<file path="config.mk">
export PLATFORM = sky130hd
export DESIGN_NAME = bridge_dread_ctl
export DESIGN_NICKNAME = d
export VERILOG_FILES = /design/src/rtl/bridge_dread_ctl.sv
export SDC_FILE = /design/constraint.sdc
export NUM_CORES = 1
export LEC_CHECK = 0
export BUFFER_PORTS_ARGS = -buffer_cell sky130_fd_sc_hd__clkbuf_2
export CAP_MARGIN = 20
export CORE_ASPECT_RATIO = 1.4
export CORE_MARGIN = 1.5
export CORE_UTILIZATION = 25
export DETAILED_ROUTE_END_ITERATION = 12
export PLACE_DENSITY = 0.55
export SYNTH_ARGS = -nofsm -noshare
export SYNTH_HDL_FRONTEND = slang
export SYNTH_SLANG_ARGS = --single-unit
</file>
<file path="constraint.sdc">
create_clock -name clk -period 2.7 [get_ports clk]
set_clock_uncertainty 0.15 [all_clocks]
set_input_delay 0.54 -clock clk [delete_from_list [all_inputs] [get_ports clk]]
set_output_delay 0.54 -clock clk [all_outputs]
set_load 0.005 [all_outputs]
</file>
<file path="src/rtl/bridge_dread_ctl.sv">
module bridge_dread_ctl #(
  parameter int AW      = 30,
  parameter int LINE_DW = 8,
  parameter int PAGE_DW = 1024,
  parameter int FREE_W  = 8,
  localparam int MAX_DW = 2 * LINE_DW,
  localparam int CW     = $clog2(MAX_DW + 1),
  localparam int PW     = $clog2(PAGE_DW)
) (
  input  logic              clk,
  input  logic              rst_n,
  input  logic              req_valid,
  input  logic [3:0]        req_cmd,
  input  logic [AW-1:0]     req_addr,
  input  logic [3:0]        req_be_n,
  input  logic [AW-1:0]     pf_base,
  input  logic [AW-1:0]     pf_limit,
  input  logic [FREE_W-1:0] buf_free,
  output logic              rsp_retry,
  output logic              rsp_hit,
  output logic [CW-1:0]     rsp_cnt,
  output logic              rsp_single,
  output logic              fwd_valid,
  input  logic              fwd_ready,
  output logic [AW-1:0]     fwd_addr,
  output logic [CW-1:0]     fwd_cnt,
  output logic [3:0]        fwd_be_n,
  input  logic              dat_valid
);
  localparam logic [3:0] C_IORD = 4'b0010, C_CFGRD = 4'b1010, C_MRD = 4'b0110,
                         C_MRL = 4'b1110, C_MRM = 4'b1100;

  typedef enum logic [1:0] {S_IDLE, S_ISSUE, S_WAIT, S_DONE} st_t;
  st_t st;

  logic [3:0]    p_cmd, p_be_n;
  logic          p_pref;
  logic [CW-1:0] got;

  wire is_read = req_cmd inside {C_IORD, C_CFGRD, C_MRD, C_MRL, C_MRM};
  wire in_win  = (pf_base <= pf_limit) && (req_addr >= pf_base) && (req_addr <= pf_limit);
  wire is_pref = (req_cmd == C_MRL) || (req_cmd == C_MRM) || (req_cmd == C_MRD && in_win);
  wire match   = (p_cmd == req_cmd) && (fwd_addr == req_addr) && (p_be_n == req_be_n);

  logic [31:0] base_len, page_left, len;
  always_comb begin
    base_len  = (req_cmd == C_MRM) ? 32'(MAX_DW) : 32'(LINE_DW);
    page_left = 32'(PAGE_DW) - 32'(req_addr[PW-1:0]);
    len       = base_len;
    if (page_left < len) len = page_left;
    if (32'(buf_free) < len) len = 32'(buf_free);
    if (!is_pref) len = 32'd1;
  end

  assign fwd_valid = (st == S_ISSUE);

  always_ff @(posedge clk or negedge rst_n) begin
    if (!rst_n) begin
      st         <= S_IDLE;
      rsp_retry  <= 1'b0;
      rsp_hit    <= 1'b0;
      rsp_cnt    <= '0;
      rsp_single <= 1'b0;
      p_cmd      <= '0;
      p_be_n     <= '0;
      p_pref     <= 1'b0;
      fwd_addr   <= '0;
      fwd_cnt    <= '0;
      fwd_be_n   <= '0;
      got        <= '0;
    end else begin
      rsp_retry <= 1'b0;
      rsp_hit   <= 1'b0;
      if (req_valid && is_read) begin
        case (st)
          S_IDLE: begin
            rsp_retry <= 1'b1;
            if (buf_free != '0) begin
              p_cmd    <= req_cmd;
              p_be_n   <= req_be_n;
              p_pref   <= is_pref;
              fwd_addr <= req_addr;
              fwd_cnt  <= CW'(len);
              fwd_be_n <= is_pref ? 4'b0000 : req_be_n;
              got      <= '0;
              st       <= S_ISSUE;
            end
          end
          S_DONE: begin
            if (match) begin
              rsp_hit    <= 1'b1;
              rsp_cnt    <= got;
              rsp_single <= ~p_pref;
              st         <= S_IDLE;
            end else begin
              rsp_retry <= 1'b1;
            end
          end
          default: rsp_retry <= 1'b1;
        endcase
      end
      if (st == S_ISSUE && fwd_ready) st <= S_WAIT;
      if (st == S_WAIT && dat_valid) begin
        got <= got + CW'(1);
        if (got + CW'(1) == fwd_cnt) st <= S_DONE;
      end
    end
  end

  p_lanes_on_r3: assert property (@(posedge clk) disable iff (!rst_n)
    fwd_valid && fwd_cnt > CW'(1) |-> fwd_be_n == 4'b0000);
  p_page_cap_r5: assert property (@(posedge clk) disable iff (!rst_n)
    fwd_valid |-> fwd_cnt != '0 && fwd_cnt <= CW'(MAX_DW)
                  && 32'(fwd_addr[PW-1:0]) + 32'(fwd_cnt) <= 32'(PAGE_DW));
  p_no_start_r6: assert property (@(posedge clk) disable iff (!rst_n)
    req_valid && is_read && st == S_IDLE && buf_free == '0 |=> !fwd_valid && rsp_retry);
  p_fwd_hold_r7: assert property (@(posedge clk) disable iff (!rst_n)
    fwd_valid && !fwd_ready |=> fwd_valid && $stable(fwd_addr) && $stable(fwd_cnt) && $stable(fwd_be_n));
  p_one_answer_r8: assert property (@(posedge clk) disable iff (!rst_n)
    !(rsp_retry && rsp_hit));
  p_hit_count_r8: assert property (@(posedge clk) disable iff (!rst_n)
    rsp_hit |-> rsp_cnt == fwd_cnt);
  p_single_r2: assert property (@(posedge clk) disable iff (!rst_n)
    rsp_hit && rsp_single |-> rsp_cnt == CW'(1));
  p_ignore_r10: assert property (@(posedge clk) disable iff (!rst_n)
    req_valid && !is_read |=> !rsp_retry && !rsp_hit);
endmodule

</file>
### Yosys cells after proc, flatten, opt, wreduce, memory -nomap -nowiden

Cells that the tools add are included.

* add/sub/neg operators: 2
* bitwise gates (word level): 1
* equal/unequal tests: 12
* magnitude comparators: 5
* mux-type cells: 22
* reduce and logical (&&, ||, !) cells: 19

Operator list (number)
* $le 30x30->1: 2
* $mux 5: 7
* $lt 32x5->1: 1
* $lt 8x32->1: 1
* $mux 32: 1
* $eq 30x30->1: 1
* $ge 30x30->1: 1
* $eq 4x4->1 const B: 3
* $mux 2: 6
* $sub 11x10->12 const A: 1
* $reduce_and 3->1: 3
* $eq 4x4->1: 2
* $logic_and 1x1->1: 8
* $reduce_bool 8->1: 1
* $mux 1: 6
* $reduce_bool 2->1: 3
* $add 5x1->5 const B: 1
* $eq 5x5->1: 1
* $reduce_bool 5->1: 1
* $eq 2x2->1 const B: 2
* $eq 4x2->1 const B: 1
* $eq 4x3->1 const B: 1
* $mux 4: 1
* $pmux 2 s2: 1
* other kinds (4): 5

* register bits after elaboration: 63

### Logic depth before layout (Yosys ltp)

* depth in word-level cells: 9
* depth in mapped cells: 18
* gate-level depth less buffers: 17

### Least setup slack after synthesis

OpenSTA, ideal clock, no wires.

* kind: input port to flip-flop
* start: input port req_addr[0]
* end: register fwd_cnt[1]
* arrival: 3642 ps
* library setup time: 140 ps
* stages: 17
* setup slack: -1232 ps
* path buffers: 1
* required time: 2410 ps
* cells stage by stage: buf_6 > inv_1 > ha_1 > nand2b_1 > nor2_1 > xnor2_1 > ha_1 > or2_2 > a221oi_4 > mux2i_1 > ha_1 > a21oi_1 > o21bai_1 > a211oi_1 > a41oi_4 > a311oi_1 > nor3_1

* cells in the longest elaborated chain, start to end: 6
* elaborated cells between the ends (all ways): 12

RTL lines
* start, declared: RTL line 14 `input logic [AW-1:0] req_addr,`
* $sub 11x10->12 / $ge 30x30->1 (equally long branches): RTL line 48, 41
* $lt 32x5->1 / $logic_and 1x1->1 (equally long branches): RTL line 50, 41
* $mux 32 / $logic_and 1x1->1 (equally long branches): RTL line 50, 41
* $lt 8x32->1 / $logic_and 1x1->1 (equally long branches): RTL line 51, 42
* $mux 5 / $logic_or 1x1->1 (equally long branches): RTL line 51, 42
* $mux 5 (*): RTL line 52 `if (!is_pref) len = 32'd1;`
* end signal, assigned: RTL line 83 `fwd_cnt <= CW'(len);`
* end signal, assigned: RTL line 113 `fwd_valid |-> fwd_cnt != '0 && fwd_cnt <= CW'(MAX_DW)`
* end, declared: RTL line 26 `output logic [CW-1:0] fwd_cnt,`

Every way passes the cells marked *; elsewhere a longest branch is shown, timed or not.
A chain may end at the register's enable or synchronous reset.

### Final worst setup path

* start: input port req_addr[0]
* end: register fwd_cnt[2]

Same word-level chain as after synthesis.

==> key figures <==
STA
  • Final setup margin: -0.614 ns
  • Fin crit period: 3.31 ns
  • Fin. Hold Viols: 0
  • Fmax: 302 MHz
  • Fin. max-slew vios: 0
  • Final worst-path cycle share: 123%
  • Finish-stage setup viols: 5
  • Fin Setup TNS: -2.84 ns
  • Worst slew margin: 60.5%
  • Worst slew pin tran: 0.592 ns
  • RSZ-0062 raised after global routing: true
  • Hold WS: 0.0535 ns

GRT
  • Largest net degree at the start of global routing: 37
  • All-Layer GR Usage: 16.3%
  • GRT Residual Overflow: 0
  • Initial antenna violation count: 0
  • First-pass GRT wire length: 29300 um
  • Vias in the first global route: 5822

Synthesis
  • Synth Warn #: 0
  • Count of different cell masters after synthesis: 64
  • Sequential fraction of the synthesis area: 27.9%
  • Top cell type's share of synthesized area: 27.9%
  • Post-synthesis xor/xnor area fraction: 7.29%
  • EDFF count, synth: 0
  • Synth Area in Adders: 23.0%
  • Syn Area/Cell: 8.50 um^2
  • Post-synthesis mux area share: 1.53%
  • Primary FF master, synth: dfrtp_1
  • Post-Syn Area: 5650 um^2
  • Yosys reg bits: 63
  • Post-Synth Simple-Gate Area: 20.2%
  • Largest family of logic cells by synthesized area: adder cells
  • Synth top area cells: dfrtp_1, ha_1, nand2_1
  • Synth cell count leaders: nand2_1, ha_1, inv_1, dfrtp_1, xnor2_1
  • Largest area contributor in the synthesized netlist: dfrtp_1
  • Post-Synthesis Cells: 665
  • Ys async rst share: 100%
  • Compound-Gate Fraction of Synth Area: 14.1%
  • Count leader, synth: nand2_1

Critical path
  • Worst setup SP type: input port
  • Worst EP required: 2.77 ns
  • Crit Path Class: in2reg
  • Crit path arrival time: 3.38 ns
  • CP Capture Type: register
  • Worst Path Max Fanout: 8

Route
  • DRT iter0 DRCs: 195
  • Routed vias/inst: 4.49
  • Drt first pass iters: 4
  • DRC violations left: 0
  • Routed WL: 18900 um
  • Wire per inst: 15.0 um
  • DRT antenna net count: 0
  • Via count: 5643

Clock tree
  • Worst-skew pair later-pin latency: 0.34 ns
  • CTS tree: built
  • H-tree depth: 3
  • TritonCTS Buffers: 9
  • Clk buf depth: 2
  • Clk sink count: 63
  • CTS Root Cell: clkbuf_16
  • Clock-pin slew on the worst setup and hold paths: 0.06 ns
  • CTS Hold Bufs: 0

Finish
  • Ant. Diodes: 0
  • Area Overhead vs Synth: 46.3%
  • Nets: 1170
  • Final non-filler cell area: 8270 um^2
  • Share of layout cells above drive strength 1: 35.5%

Power and ir drop
  • Total power: 0.00497 W
  • Pwr dens: 601 nW/um^2
  • Leak pwr: 4.42 nW
  • Peak supply drop: 0.294 mV

Worst hold path
  • Hold Path Class: in2async

Floorplan
  • I/O pin count: 159
  • Die Y-Extent: 181 um
  • Core ar.: 22000 um^2
  • Row count: 64
  • Die footprint: 23500 um^2
  • Die width: 130 um
  • Starting Density: 25.7%

Run status
  • Failing checks: negative setup slack
  • Status: finished with violations

Placed design
  • Number of port buffers: 158
  • Detailed Place HPWL: 16100 um
  • RePlAce Congestion: 0.833
  • Placed inst area: 7720 um^2
  • Place WS: -1.07 ns

Flow run
  • Max cap viols: 0
[layout by cell type (no fill, tap or decap), types with 3 or more instances in the layout]
cell       instances
a211o_1            4
a211oi_1           4
a211oi_2           3
a21o_1            12
a21oi_1           28
a21oi_2            4
a221oi_1           3
a22o_1             4
buf_12             4
buf_4            126
clkbuf_16         10
clkbuf_2         155
clkinv_2           3
conb_1             3
dfrtp_1           63
ha_1             102
inv_1             70
mux2_2             5
mux2i_1            3
nand2_1          140
nand2b_1           3
nand3_1           12
nand4_1           27
nor2_1            24
nor3_1             7
nor4_1             8
o211ai_1           9
o21ai_0           16
o21ai_1            3
xnor2_1           41
xor2_1             5
[sequential cells by signal, summed over array words and instances, names as in the netlist]
signal and flops:
rsp_retry 1, rsp_single 1, got 5, rsp_cnt 5, rsp_hit 1, p_pref 1
fwd_cnt 5, p_cmd 4, p_be_n 4, fwd_be_n 4, st 2, fwd_addr 30
[layer usage]
layer / part of all wire [%] / vias to the layer above / routed length (um) / track usage [%]
met1: 42 / 2607 / 7840 / 18.7
met3: 2.9 / 20 / 550 / 1.84
li1: - / 2900 / - / -
met4: 2.2 / 0 / 418 / 5.56
met5: 0 / - / 0 / 0
met2: 53 / 116 / 10000 / 30.3
[final timing paths]
check                      slack, ns          end    startpoint  depth (start not counted)
setup / recovery               -0.61   fwd_cnt[2]   req_addr[0]                         18
hold / removal                  0.05       got[2]         rst_n                          1
setup reg to reg                0.25        st[0]  fwd_addr[15]                          8
hold reg to reg                 0.30   rsp_single        p_pref                          1
max in group asynchronous       1.61  fwd_be_n[0]         rst_n                          2
min in group clk                0.30   rsp_single        p_pref                          1
[per-stage QoR]
stage | util [%] | std cells
after global placement | 35.0 | 1226
final | 37.5 | 1257
after CTS | 37.2 | 1252
after detailed placement | 35.0 | 1226
after global routing | 37.5 | 1257
after floorplan | - | 667
[final cells by class]
class                   count  area (um^2)
fillers                  2298        13800
multi-input cells         519         3850
repair buffers            289         1860
flip-flops and latches     63         1580
well taps                 297          372
inverters                  73          287
clock buffers              10          239
clock inverters             6         83.8
[power breakdown]
part,switching [W],total [W],internal [W]
Clock,0.000433,0.00126,0.000829
Combinational,0.00101,0.00202,0.00101
Sequential,0.000378,0.00169,0.00131
[timing repair]
item | in CTS | in global routing
setup buffers | 10 | 5
resized for setup | 15 | 9
endpoints found under the setup margin | 9 | 9
pin swaps | 19 | 12
endpoints found under the hold margin | 0 | 0
[cells by family (layout without fill, tap and decap cells)]
logic type      after synthesis  after routing
compound gates              113            113
xor+xnor                     47             47
fa+ha+maj                   104            104
buf+inv                      85            378
flops                        63             63
mux                           8              8
other cells                   1              3
simple gates                244            244
[critical path: stages]
cell	delay (ns)
clkbuf_16	0.13
inv_8	0.05
ha_4	0.14
nand2b_4	0.06
nor2_4	0.09
xnor2_2	0.09
ha_4	0.17
or2_4	0.23
a221oi_4	0.26
mux2i_1	0.30
ha_1	0.21
o211ai_1	0.10
nor2_1	0.22
a211oi_2	0.11
a41oi_4	0.30
nor2_1	0.07
a311oi_1	0.24
nor3_1	0.07
Power figures use the tool's default switching activity.
